==> config.mk <==
export PLATFORM = sky130hd
export DESIGN_NAME = vref_slew_ctrl
export DESIGN_NICKNAME = d
export VERILOG_FILES = /design/src/rtl/vref_pkg.sv /design/src/rtl/vref_step_unit.sv /design/src/rtl/vref_qualifier.sv /design/src/rtl/vref_sequencer.sv /design/src/rtl/vref_slew_ctrl.sv
export SDC_FILE = /design/constraint.sdc
export NUM_CORES = 1
export LEC_CHECK = 0
export ABC_AREA = 0
export BUFFER_PORTS_ARGS = -buffer_cell sky130_fd_sc_hd__buf_4
export CORE_UTILIZATION = 25
export DETAILED_ROUTE_END_ITERATION = 8
export GPL_TIMING_DRIVEN = 0
export PLACE_DENSITY_LB_ADDON = 0.12
export SETUP_SLACK_MARGIN = 0.2
export SLEW_MARGIN = 5
export SYNTH_ARGS = -nofsm -noshare
export SYNTH_HDL_FRONTEND = slang
export SYNTH_SLANG_ARGS = --single-unit
export TNS_END_PERCENT = 20
==> constraint.sdc <==
create_clock -name clk -period 4.6 [get_ports clk]
set_input_delay 1.38 -clock clk [delete_from_list [all_inputs] [get_ports clk]]
set_output_delay 1.38 -clock clk [all_outputs]
set_load 0.02 [all_outputs]
==> src/rtl/vref_pkg.sv <==
package vref_pkg;

    // Qualifier: watches the requested code and validates changes.
    typedef enum logic [1:0] {
        Q_BOOT    = 2'd0,
        Q_WATCH   = 2'd1,
        Q_CONFIRM = 2'd2
    } qual_state_t;

    // Sequencer: paces the reference toward the target.
    typedef enum logic [2:0] {
        S_BOOT    = 3'd0,
        S_SETTLED = 3'd1,
        S_HOLD    = 3'd2,
        S_STEP    = 3'd3,
        S_OFF     = 3'd4
    } seq_state_t;

endpackage

==> src/rtl/vref_step_unit.sv <==
// Combinational one-unit move of the reference toward a goal code.
module vref_step_unit #(
    parameter int W = 5
) (
    input  logic [W-1:0] cur,
    input  logic [W-1:0] goal,
    output logic [W-1:0] nxt,
    output logic         at_goal,
    output logic         lands
);
    logic go_up;

    always_comb begin
        at_goal = (cur == goal);
        go_up   = (goal > cur);
        if (at_goal)
            nxt = cur;
        else if (go_up)
            nxt = cur + 1'b1;
        else
            nxt = cur - 1'b1;
        lands = (nxt == goal);
    end
endmodule

==> src/rtl/vref_qualifier.sv <==
// Samples the requested code on cycle-start pulses and validates it
// across one full switching cycle before releasing it as the target.
module vref_qualifier
    import vref_pkg::*;
#(
    parameter int W = 5
) (
    input  logic         clk,
    input  logic         rst_n,
    input  logic         cyc_start,
    input  logic [W-1:0] vid_in,
    output logic         boot_load,
    output logic         accept,
    output logic [W-1:0] goal,
    output logic [W-1:0] target_q
);
    qual_state_t  state, state_n;
    logic [W-1:0] pend, pend_n;
    logic [W-1:0] tgt, tgt_n;

    // State register
    always_ff @(posedge clk or negedge rst_n) begin
        if (!rst_n) begin
            state <= Q_BOOT;
            pend  <= '0;
            tgt   <= '0;
        end else begin
            state <= state_n;
            pend  <= pend_n;
            tgt   <= tgt_n;
        end
    end

    // Next state and outputs
    always_comb begin
        state_n   = state;
        pend_n    = pend;
        tgt_n     = tgt;
        accept    = 1'b0;
        boot_load = 1'b0;
        unique case (state)
            Q_BOOT: begin
                boot_load = 1'b1;
                tgt_n     = vid_in;
                state_n   = Q_WATCH;
            end
            Q_WATCH: begin
                if (cyc_start && (vid_in != tgt)) begin
                    pend_n  = vid_in;
                    state_n = Q_CONFIRM;
                end
            end
            Q_CONFIRM: begin
                if (cyc_start) begin
                    if (vid_in == pend) begin
                        accept  = 1'b1;
                        tgt_n   = pend;
                        state_n = Q_WATCH;
                    end else if (vid_in == tgt) begin
                        state_n = Q_WATCH;
                    end else begin
                        pend_n  = vid_in;
                    end
                end
            end
            default: state_n = Q_BOOT;
        endcase
        goal     = accept ? pend : tgt;
        target_q = tgt;
    end
endmodule

==> src/rtl/vref_sequencer.sv <==
// Holds the reference and steps it once per two cycle-start pulses.
module vref_sequencer
    import vref_pkg::*;
#(
    parameter int W = 5
) (
    input  logic         clk,
    input  logic         rst_n,
    input  logic         cyc_start,
    input  logic         boot_load,
    input  logic [W-1:0] boot_code,
    input  logic         accept,
    input  logic [W-1:0] goal,
    input  logic [W-1:0] step_code,
    input  logic         at_goal,
    input  logic         lands,
    output logic [W-1:0] ref_q,
    output logic         busy,
    output logic         shutdown
);
    localparam logic [W-1:0] SHUT_CODE = {W{1'b1}};

    seq_state_t   state, state_n;
    logic [W-1:0] ref_r, ref_n;

    // State register
    always_ff @(posedge clk or negedge rst_n) begin
        if (!rst_n) begin
            state <= S_BOOT;
            ref_r <= '0;
        end else begin
            state <= state_n;
            ref_r <= ref_n;
        end
    end

    // Next state
    always_comb begin
        state_n = state;
        ref_n   = ref_r;
        if (state == S_BOOT) begin
            if (boot_load) begin
                ref_n   = boot_code;
                state_n = (boot_code == SHUT_CODE) ? S_OFF : S_SETTLED;
            end
        end else if (cyc_start && accept) begin
            if (goal == SHUT_CODE) begin
                state_n = S_OFF;
            end else if (at_goal) begin
                state_n = S_SETTLED;
            end else begin
                ref_n   = step_code;
                state_n = lands ? S_SETTLED : S_HOLD;
            end
        end else if (cyc_start) begin
            unique case (state)
                S_HOLD: state_n = S_STEP;
                S_STEP: begin
                    ref_n   = step_code;
                    state_n = lands ? S_SETTLED : S_HOLD;
                end
                S_SETTLED, S_OFF: state_n = state;
                default: state_n = S_BOOT;
            endcase
        end
    end

    // Outputs
    always_comb begin
        ref_q    = ref_r;
        busy     = (state == S_HOLD) || (state == S_STEP);
        shutdown = (state == S_OFF);
    end
endmodule

==> src/rtl/vref_slew_ctrl.sv <==
module vref_slew_ctrl #(
    parameter int VID_W = 5
) (
    input  logic             clk,
    input  logic             rst_n,
    input  logic             cyc_start,
    input  logic [VID_W-1:0] vid_in,
    output logic [VID_W-1:0] ref_code,
    output logic             busy,
    output logic             shutdown
);
    logic             boot_load;
    logic             accept;
    logic [VID_W-1:0] goal;
    logic [VID_W-1:0] target_code;
    logic [VID_W-1:0] step_code;
    logic             at_goal;
    logic             lands;

    vref_qualifier #(.W(VID_W)) u_qual (
        .clk       (clk),
        .rst_n     (rst_n),
        .cyc_start (cyc_start),
        .vid_in    (vid_in),
        .boot_load (boot_load),
        .accept    (accept),
        .goal      (goal),
        .target_q  (target_code)
    );

    vref_step_unit #(.W(VID_W)) u_step (
        .cur     (ref_code),
        .goal    (goal),
        .nxt     (step_code),
        .at_goal (at_goal),
        .lands   (lands)
    );

    vref_sequencer #(.W(VID_W)) u_seq (
        .clk       (clk),
        .rst_n     (rst_n),
        .cyc_start (cyc_start),
        .boot_load (boot_load),
        .boot_code (vid_in),
        .accept    (accept),
        .goal      (goal),
        .step_code (step_code),
        .at_goal   (at_goal),
        .lands     (lands),
        .ref_q     (ref_code),
        .busy      (busy),
        .shutdown  (shutdown)
    );
endmodule

==> results of run 1 <==
==> cells by family after synthesis <==
group	count (synthesis)
AOI/OAI and AO/OA	48
xor gates and xnor gates	18
adders and majority gates	10
buffers and inverters	18
DFF	20
muxes	16
and+or+nand+nor	74
==> power by group through the flow <==
stage                     clock, W  combinational [W]  sequential, W
after floorplan                  0            0.00100       0.000386
after global routing      0.000195            0.00172       0.000433
after global placement           0            0.00130       0.000401
final                     0.000180            0.00155       0.000416
after detailed placement         0            0.00130       0.000398
after CTS                 0.000189            0.00152       0.000410
==> worst max-delay path by stage <==
stage                     startpoint  slack (ns)                         end  cells after the start
final                      vid_in[2]       -0.18  u_seq.state[1]$_DFFE_PN0P_                     21
after global routing       vid_in[2]       -0.35  u_seq.state[1]$_DFFE_PN0P_                     21
after CTS                  vid_in[3]       -0.11  u_seq.state[1]$_DFFE_PN0P_                     21
after detailed placement   vid_in[1]       -0.85  u_seq.state[0]$_DFFE_PN0P_                     21
after global placement     vid_in[1]       -0.80  u_seq.state[0]$_DFFE_PN0P_                     21
after floorplan            vid_in[4]       -0.21  u_seq.state[0]$_DFFE_PN0P_                     20
==> cell usage after synthesis (all sizes together) (4+ instances only) <==
cell type	instances	area (um^2)
dfrtp	20	500
o21ai	10	53.8
and3	4	27.5
xor2	6	52.6
nor3	5	25.0
mux2i	11	110
nor2b	6	45.0
xnor2	12	113
nand2	15	58.8
nand3	6	30.0
mux2	5	56.3
inv	10	37.5
o22ai	5	31.3
nor2	17	63.8
ha	8	100
nand4	5	37.5
clkbuf	6	62.6
a21oi	17	85.1
==> timing repair <==
item | CTS | global route
cloned | 0 | 0
endpoints found under the setup margin | 6 | 5
pin swaps | 15 | 2
gates resized for setup | 30 | 5
setup buffers | 10 | 0
==> flip-flops by register name, indices dropped and copies added (netlist names) <==
name	flops
u_seq.state	3
u_qual.target_q	5
u_qual.state	2
u_seq.ref_q	5
u_qual.pend	5
==> through the flow <==
stage               instances  total power [W]  hold slack [ns]  util (%)  setup TNS, ns
floorplan                 204          0.00139            0.546         -         -0.475
global placement          312          0.00170            0.577      29.9          -3.14
detailed placement        312          0.00170            0.583      29.9          -3.36
CTS                       326          0.00212            0.593      34.2         -0.208
global route              326          0.00235            0.629      34.6         -0.924
finish                    326          0.00214            0.592      34.6         -0.334
==> layout make-up <==
cell class | instances | area share, %
well taps | 96 | 5.06
multi-input cells | 166 | 57.9
plain buffers | 8 | 3.42
clock buffers | 3 | 1.74
clock inverters | 1 | 1.26
inverters | 10 | 1.58
repair buffers | 22 | 7.95
flip-flops and latches | 20 | 21.1
==> routing by layer <==
layer  track usage, %  part of all wire (%)  wire length (um)  vias up
met1             20.4                    51              2500      745
met3             2.00                   1.8                87        2
li1                 -                     -                 -      786
met5                0                     0                 0        -
met2             23.0                    47              2300       18
met4             1.36                  0.51                25        0
==> worst max-delay path: cells and delay by family <==
family / cells / cell delay, ns
xor gates and xnor gates: 3 / 0.33
and+or+nand+nor: 5 / 0.93
muxes: 2 / 0.52
buffers and inverters: 3 / 0.33
AOI/OAI and AO/OA: 6 / 0.95
adders and majority gates: 2 / 0.48
==> results.tsv, run 1 <==
stage	metric	value	unit
worst_setup_path	critPathSlowestCell	a211oi_2	
clock_network	htree_levels	1	
worst_setup_path	cp_max_fo	6	
clock_network	cts_root_buf	clkbuf_8	
worst_setup_path	arrival	4.92	ns
worst_setup_path	reg2reg_to	u_seq.state[1]$_DFFE_PN0P_	
die	die_h	86.8	um
placement	dp.final_hpwl	3.68	mm
detailed_routing	firstDrtPassIters	4	
pwr	pwr-share-comb	72.2	%
clock_network	cts_hold_buf	0	
min_path	hold_start	u_qual.state[1]$_DFFE_PN0P_	
layout	seqCellArea	500	um^2
layout	design_area	2380	um^2
worst_setup_path	r2r_setup_slack	0.50	ns
detailed_routing	wl_per_cell	15.1	um
timing	max_freq	0.209	GHz
layout	area_delta_synth_final	32.1	%
grt	grt_pass1_wl	8.21	mm
placement	placed_area	2050	um^2
timing	skew	0.000823	ns
timing	tightest_slew	0.950	ns
logic_synthesis	synth_compound_area_share	16.9	%
clock_network	clk_pin_slew	0.08	ns
pwr	clockPowerShare	8.4	%
clock_network	cts_tree	yes	
min_path	min_path_type	reg -> reg	
logic_synthesis	yosysUniqueCellTypes	53	
detailed_routing	drt-total-wl	4.91	mm
die	fp-row-count	30	
status	outcome	finished with violations	
logic_synthesis	syn_inst	204	
grt	grt_pass1_vias	1581	
worst_setup_path	end_kind	flop	
layout	antenna_cells	0	
die	die_width	86.8	um
min_path	hold_depth	2	
clock_network	numCtsBuffers	3	
pwr	peakVddDrop	235	uV
clock_network	clk_latency	0.26	ns
timing	fin_ws	-0.175	ns
die	die_area	7540	um^2
grt	grt_max_degree	21	
worst_setup_path	ff2ff_path_depth	20	
logic_synthesis	synth_fa_ha_area_share	7.23	%
layout	drive_gt1_share	32.2	%
worst_setup_path	worstReg2RegStart	u_qual.pend[3]$_DFFE_PN0P_	
logic_synthesis	synth_mux_area_share	9.25	%
pwr	netSwitchingFraction	46.1	%
clock_network	cts_buffer_depth	2	
pwr	p_seq_share	19.4	%
timing	rsz0062_at_grt	yes	
grt	track_usage	14.1	%
timing	maxSlewHeadroom	36.2	%
worst_setup_path	critical_path_class	in -> reg	
timing	hold_violations	0	
die	io_pins	15	
timing	drv_slew	0	
logic_synthesis	syn_avg_cell_area	8.82	um^2
detailed_routing	drc	0	
logic_synthesis	synth_ff_type	dfrtp_1	
worst_setup_path	crit_required	4.74	ns
run	max_cap_violations	0	
die	core	6870	um^2
worst_setup_path	slowest_delay	0.32	ns
logic_synthesis	synth-simple-area-share	23.0	%
worst_setup_path	worstPathCellList	buf_6 > xnor2_4 > and4_1 > buf_6 > nand2_8 > mux2i_4 > inv_2 > ha_4 > and3_4 > o21ai_2 > and4b_1 > or2_4 > ha_4 > a21o_1 > a21oi_2 > xnor2_1 > mux2i_1 > xor2_1 > a211oi_2 > o211a_1 > o22ai_2	
logic_synthesis	yosysWarnings	0	
logic_synthesis	postSynth.asyncResetShare	100	%
logic_synthesis	synth-seq-cells	20	
placement	dp_slack	-0.848	ns
pwr	power_switching	0.000988	W
layout	final_cell_mix	dfrtp_1 (20), buf_4 (19), nor2_1 (16)	
timing	period_minus_slack	4.78	ns
layout	multiInputGateArea	1380	um^2
status	violations	negative setup slack	
layout	nets	248	
timing	post-route-period-util	104	%
logic_synthesis	synth_edf_count	0	
pwr	p_leak	0.997	nW
timing	setup_viol	2	
clock_network	clock-sinks	20	
grt	antenna_found_initial	0	
detailed_routing	avgViaCountPerCell	4.76	
placement	portBuffers	12	
detailed_routing	vias	1551	
placement	place_congestion	0.747	
grt	overflow	0	
min_path	min_to	u_qual.state[0]$_DFFE_PN0P_	
logic_synthesis	synth_top_family_by_area	simple AND/OR/NAND/NOR gates	
logic_synthesis	synth_area	1800	um^2
worst_setup_path	start_kind	primary input	
die	initial_core_util	26.2	%
pwr	p_int	0.00116	W
logic_synthesis	syn_nets	221	
layout	layout_commonest_cell	dfrtp_1	
pwr	powerDensity	902	nW/um^2
logic_synthesis	seq_area_frac_synth	27.8	%
detailed_routing	drtAntennaViolNets	0	
logic_synthesis	synth_xor_area_share	9.18	%
layout	fill_cells	730	
detailed_routing	drtIter0Drc	66	
Power figures use the tool's default switching activity.
==> inputs of run 2 (changes only) <==
--- a/config.mk
+++ b/config.mk
@@ -7,9 +7,12 @@
 export LEC_CHECK = 0
 export ABC_AREA = 0
 export BUFFER_PORTS_ARGS = -buffer_cell sky130_fd_sc_hd__buf_4
-export CORE_UTILIZATION = 25
+export CELL_PAD_IN_SITES_DETAIL_PLACEMENT = 0
+export CELL_PAD_IN_SITES_GLOBAL_PLACEMENT = 1
+export CORE_UTILIZATION = 46
 export DETAILED_ROUTE_END_ITERATION = 8
 export GPL_TIMING_DRIVEN = 0
+export MAX_ROUTING_LAYER = met4
 export PLACE_DENSITY_LB_ADDON = 0.12
 export SETUP_SLACK_MARGIN = 0.2
 export SLEW_MARGIN = 5
==> run 2 against run 1 <==
Compared with the run above: the run still ends with negative setup slack left; combinational power about the same; utilization up 27 points; critical path depth unchanged; die area down 45%; final cell count decreased by 14%; clock skew up 0.0019 ns; worst hold slack worse by 0.0050 ns; routed wire length fell by 4.9%; global-route usage up 12 points; sequential cell count stayed put; critical path type unchanged.
==> results.tsv, run 2 (synthesized netlist as in run 1, its figures left out) <==
stage	metric	value	unit	change
status	outcome	finished with violations		
status	violations	negative setup slack		
pwr	peakVddDrop	593	uV	+150%
die	initial_core_util	48.4	%	+22 points
layout	nets	249		+0.40%
placement	portBuffers	12		unchanged
die	io_pins	15		unchanged
timing	maxSlewHeadroom	44.5	%	+8.4 points
timing	max_freq	0.212	GHz	+1.3%
timing	skew	0.00274	ns	+0.00191 ns
pwr	powerDensity	924	nW/um^2	+2.5%
clock_network	clock-sinks	20		unchanged
layout	antenna_cells	0		unchanged
worst_setup_path	crit_required	4.79	ns	+0.05 ns
timing	period_minus_slack	4.71	ns	-0.0619 ns
clock_network	numCtsBuffers	3		unchanged
grt	grt_max_degree	21		unchanged
clock_network	clk_latency	0.27	ns	about the same
worst_setup_path	start_kind	primary input		
layout	drive_gt1_share	31.2	%	-1.0 points
timing	rsz0062_at_grt	yes		
min_path	min_path_type	reg -> reg		
die	core	3720	um^2	-46%
timing	setup_viol	2		unchanged
grt	grt_pass1_wl	8.02	mm	-2.3%
layout	stdcell_count	279		-14%
worst_setup_path	critical_path_class	in -> reg		
detailed_routing	firstDrtPassIters	4		unchanged
detailed_routing	drtIter0Drc	147		+120%
layout	final_cell_mix	buf_4 (20), dfrtp_1 (20), nor2_1 (17)		
clock_network	cts_tree	yes		
die	die_h	64.5	um	-26%
detailed_routing	wl_per_cell	16.7	um	+11%
die	fp-row-count	22		-27%
timing	post-route-period-util	102	%	-1.3 points
run	max_cap_violations	0		unchanged
clock_network	cts_root_buf	clkbuf_8		
die	die_width	64.5	um	-26%
grt	grt_pass1_vias	1662		+5.1%
worst_setup_path	arrival	4.90	ns	-0.02 ns
layout	fill_cells	317		-57%
pwr	p_leak	1.00	nW	+0.25%
placement	placed_area	1990	um^2	-2.9%
timing	tightest_slew	0.826	ns	-0.125 ns
die	die_area	4170	um^2	-45%
timing	drv_slew	0		unchanged
detailed_routing	drc	0		unchanged
clock_network	clk_pin_slew	0.09	ns	about the same
clock_network	cts_buffer_depth	2		unchanged
layout	area_delta_synth_final	28.2	%	
placement	dp_cells	264		-15%
grt	track_usage	25.9	%	+12 points
detailed_routing	avgViaCountPerCell	5.81		+22%
clock_network	htree_levels	1		unchanged
placement	dp.final_hpwl	3.26	mm	-12%
detailed_routing	drt-total-wl	4.67	mm	-4.9%
timing	fin_ws	-0.113	ns	+0.0619 ns
detailed_routing	drtAntennaViolNets	0		unchanged
grt	antenna_found_initial	0		unchanged
detailed_routing	vias	1621		+4.5%
timing	hold_violations	0		unchanged
placement	place_congestion	0.814		+9.0%
layout	design_area	2310	um^2	-2.9%
worst_setup_path	end_kind	flop		
grt	overflow	0		unchanged
worst_setup_path	cp_max_fo	6		unchanged
## run 2: critical path, cell delays in order
cell,delay [ns]
buf_12,0.11
xnor2_2,0.12
and4_1,0.21
buf_6,0.13
nand2_8,0.08
mux2i_4,0.28
inv_2,0.08
ha_4,0.26
and3_4,0.20
o21ai_2,0.05
and4b_1,0.20
or2_4,0.28
ha_4,0.22
a21o_1,0.16
a21oi_2,0.14
xnor2_1,0.13
mux2i_1,0.12
xor2_1,0.17
a211oi_2,0.23
a311oi_1,0.13
nor3_1,0.19
## run 2: area by class of cell
class                      instances  area (um^2)  share of cell area [%]
clock buffer                       3         41.3                    1.79
buffer                             8         92.6                    4.02
sequential                        20          500                    21.7
timing repair buffer              23          196                    8.52
clock inverter                     1         30.0                    1.30
inverter                          10         37.5                    1.63
multi-input combinational        166         1350                    58.4
tap                               48         60.1                    2.60
## run 2: what timing repair did
| action | 4_1_cts | 5_1_grt |
|---|---|---|
| setup endpoints to repair | 6 | 5 |
| buffers inserted | 9 | 2 |
| endpoints found under the hold margin | 0 | 0 |
| pin swaps | 15 | 4 |
| resized for setup | 29 | 4 |
| hold buffers | 0 | 0 |
## run 2: layer usage
metal  routed length [um]  track usage, %
met4                  109            11.4
met3                  140            2.99
met1                 2140            33.3
met5                    0               -
met2                 2280            41.1
## run 2: report_power, final
group	internal, W	switching [W]
logic	0.000774	0.000758
registers	0.000265	0.000147
clock network	0.000116	0.0000703
total	0.00115	0.000976
## run 2: worst paths after layout
kind / cells after the start / slack [ns] / end / startpoint
hold / removal: 1 / 0.59 / u_seq.ref_q[3]$_DFFE_PN0P_ / u_seq.ref_q[3]$_DFFE_PN0P_
setup / recovery: 21 / -0.11 / u_seq.state[0]$_DFFE_PN0P_ / vid_in[3]
min in group asynchronous: 1 / 0.98 / u_seq.state[2]$_DFFE_PN0P_ / rst_n
max in group asynchronous: 1 / 3.41 / u_seq.ref_q[1]$_DFFE_PN0P_ / rst_n
hold reg to reg: 1 / 0.59 / u_seq.ref_q[3]$_DFFE_PN0P_ / u_seq.ref_q[3]$_DFFE_PN0P_
setup reg to reg: 20 / 0.57 / u_seq.state[0]$_DFFE_PN0P_ / u_qual.pend[3]$_DFFE_PN0P_
## run 2: through the flow
step | setup slack (ns) | total power, W | hold slack (ns) | TNS (ns) | utilization, %
after global routing | -0.303 | 0.00231 | 0.593 | -0.702 | 62.1
after floorplan | -0.208 | 0.00139 | 0.546 | -0.475 | -
after CTS | -0.104 | 0.00208 | 0.586 | -0.190 | 61.0
after global placement | -0.690 | 0.00162 | 0.545 | -2.44 | 53.6
after detailed placement | -0.772 | 0.00167 | 0.568 | -2.93 | 53.6
final | -0.113 | 0.00213 | 0.587 | -0.187 | 62.1
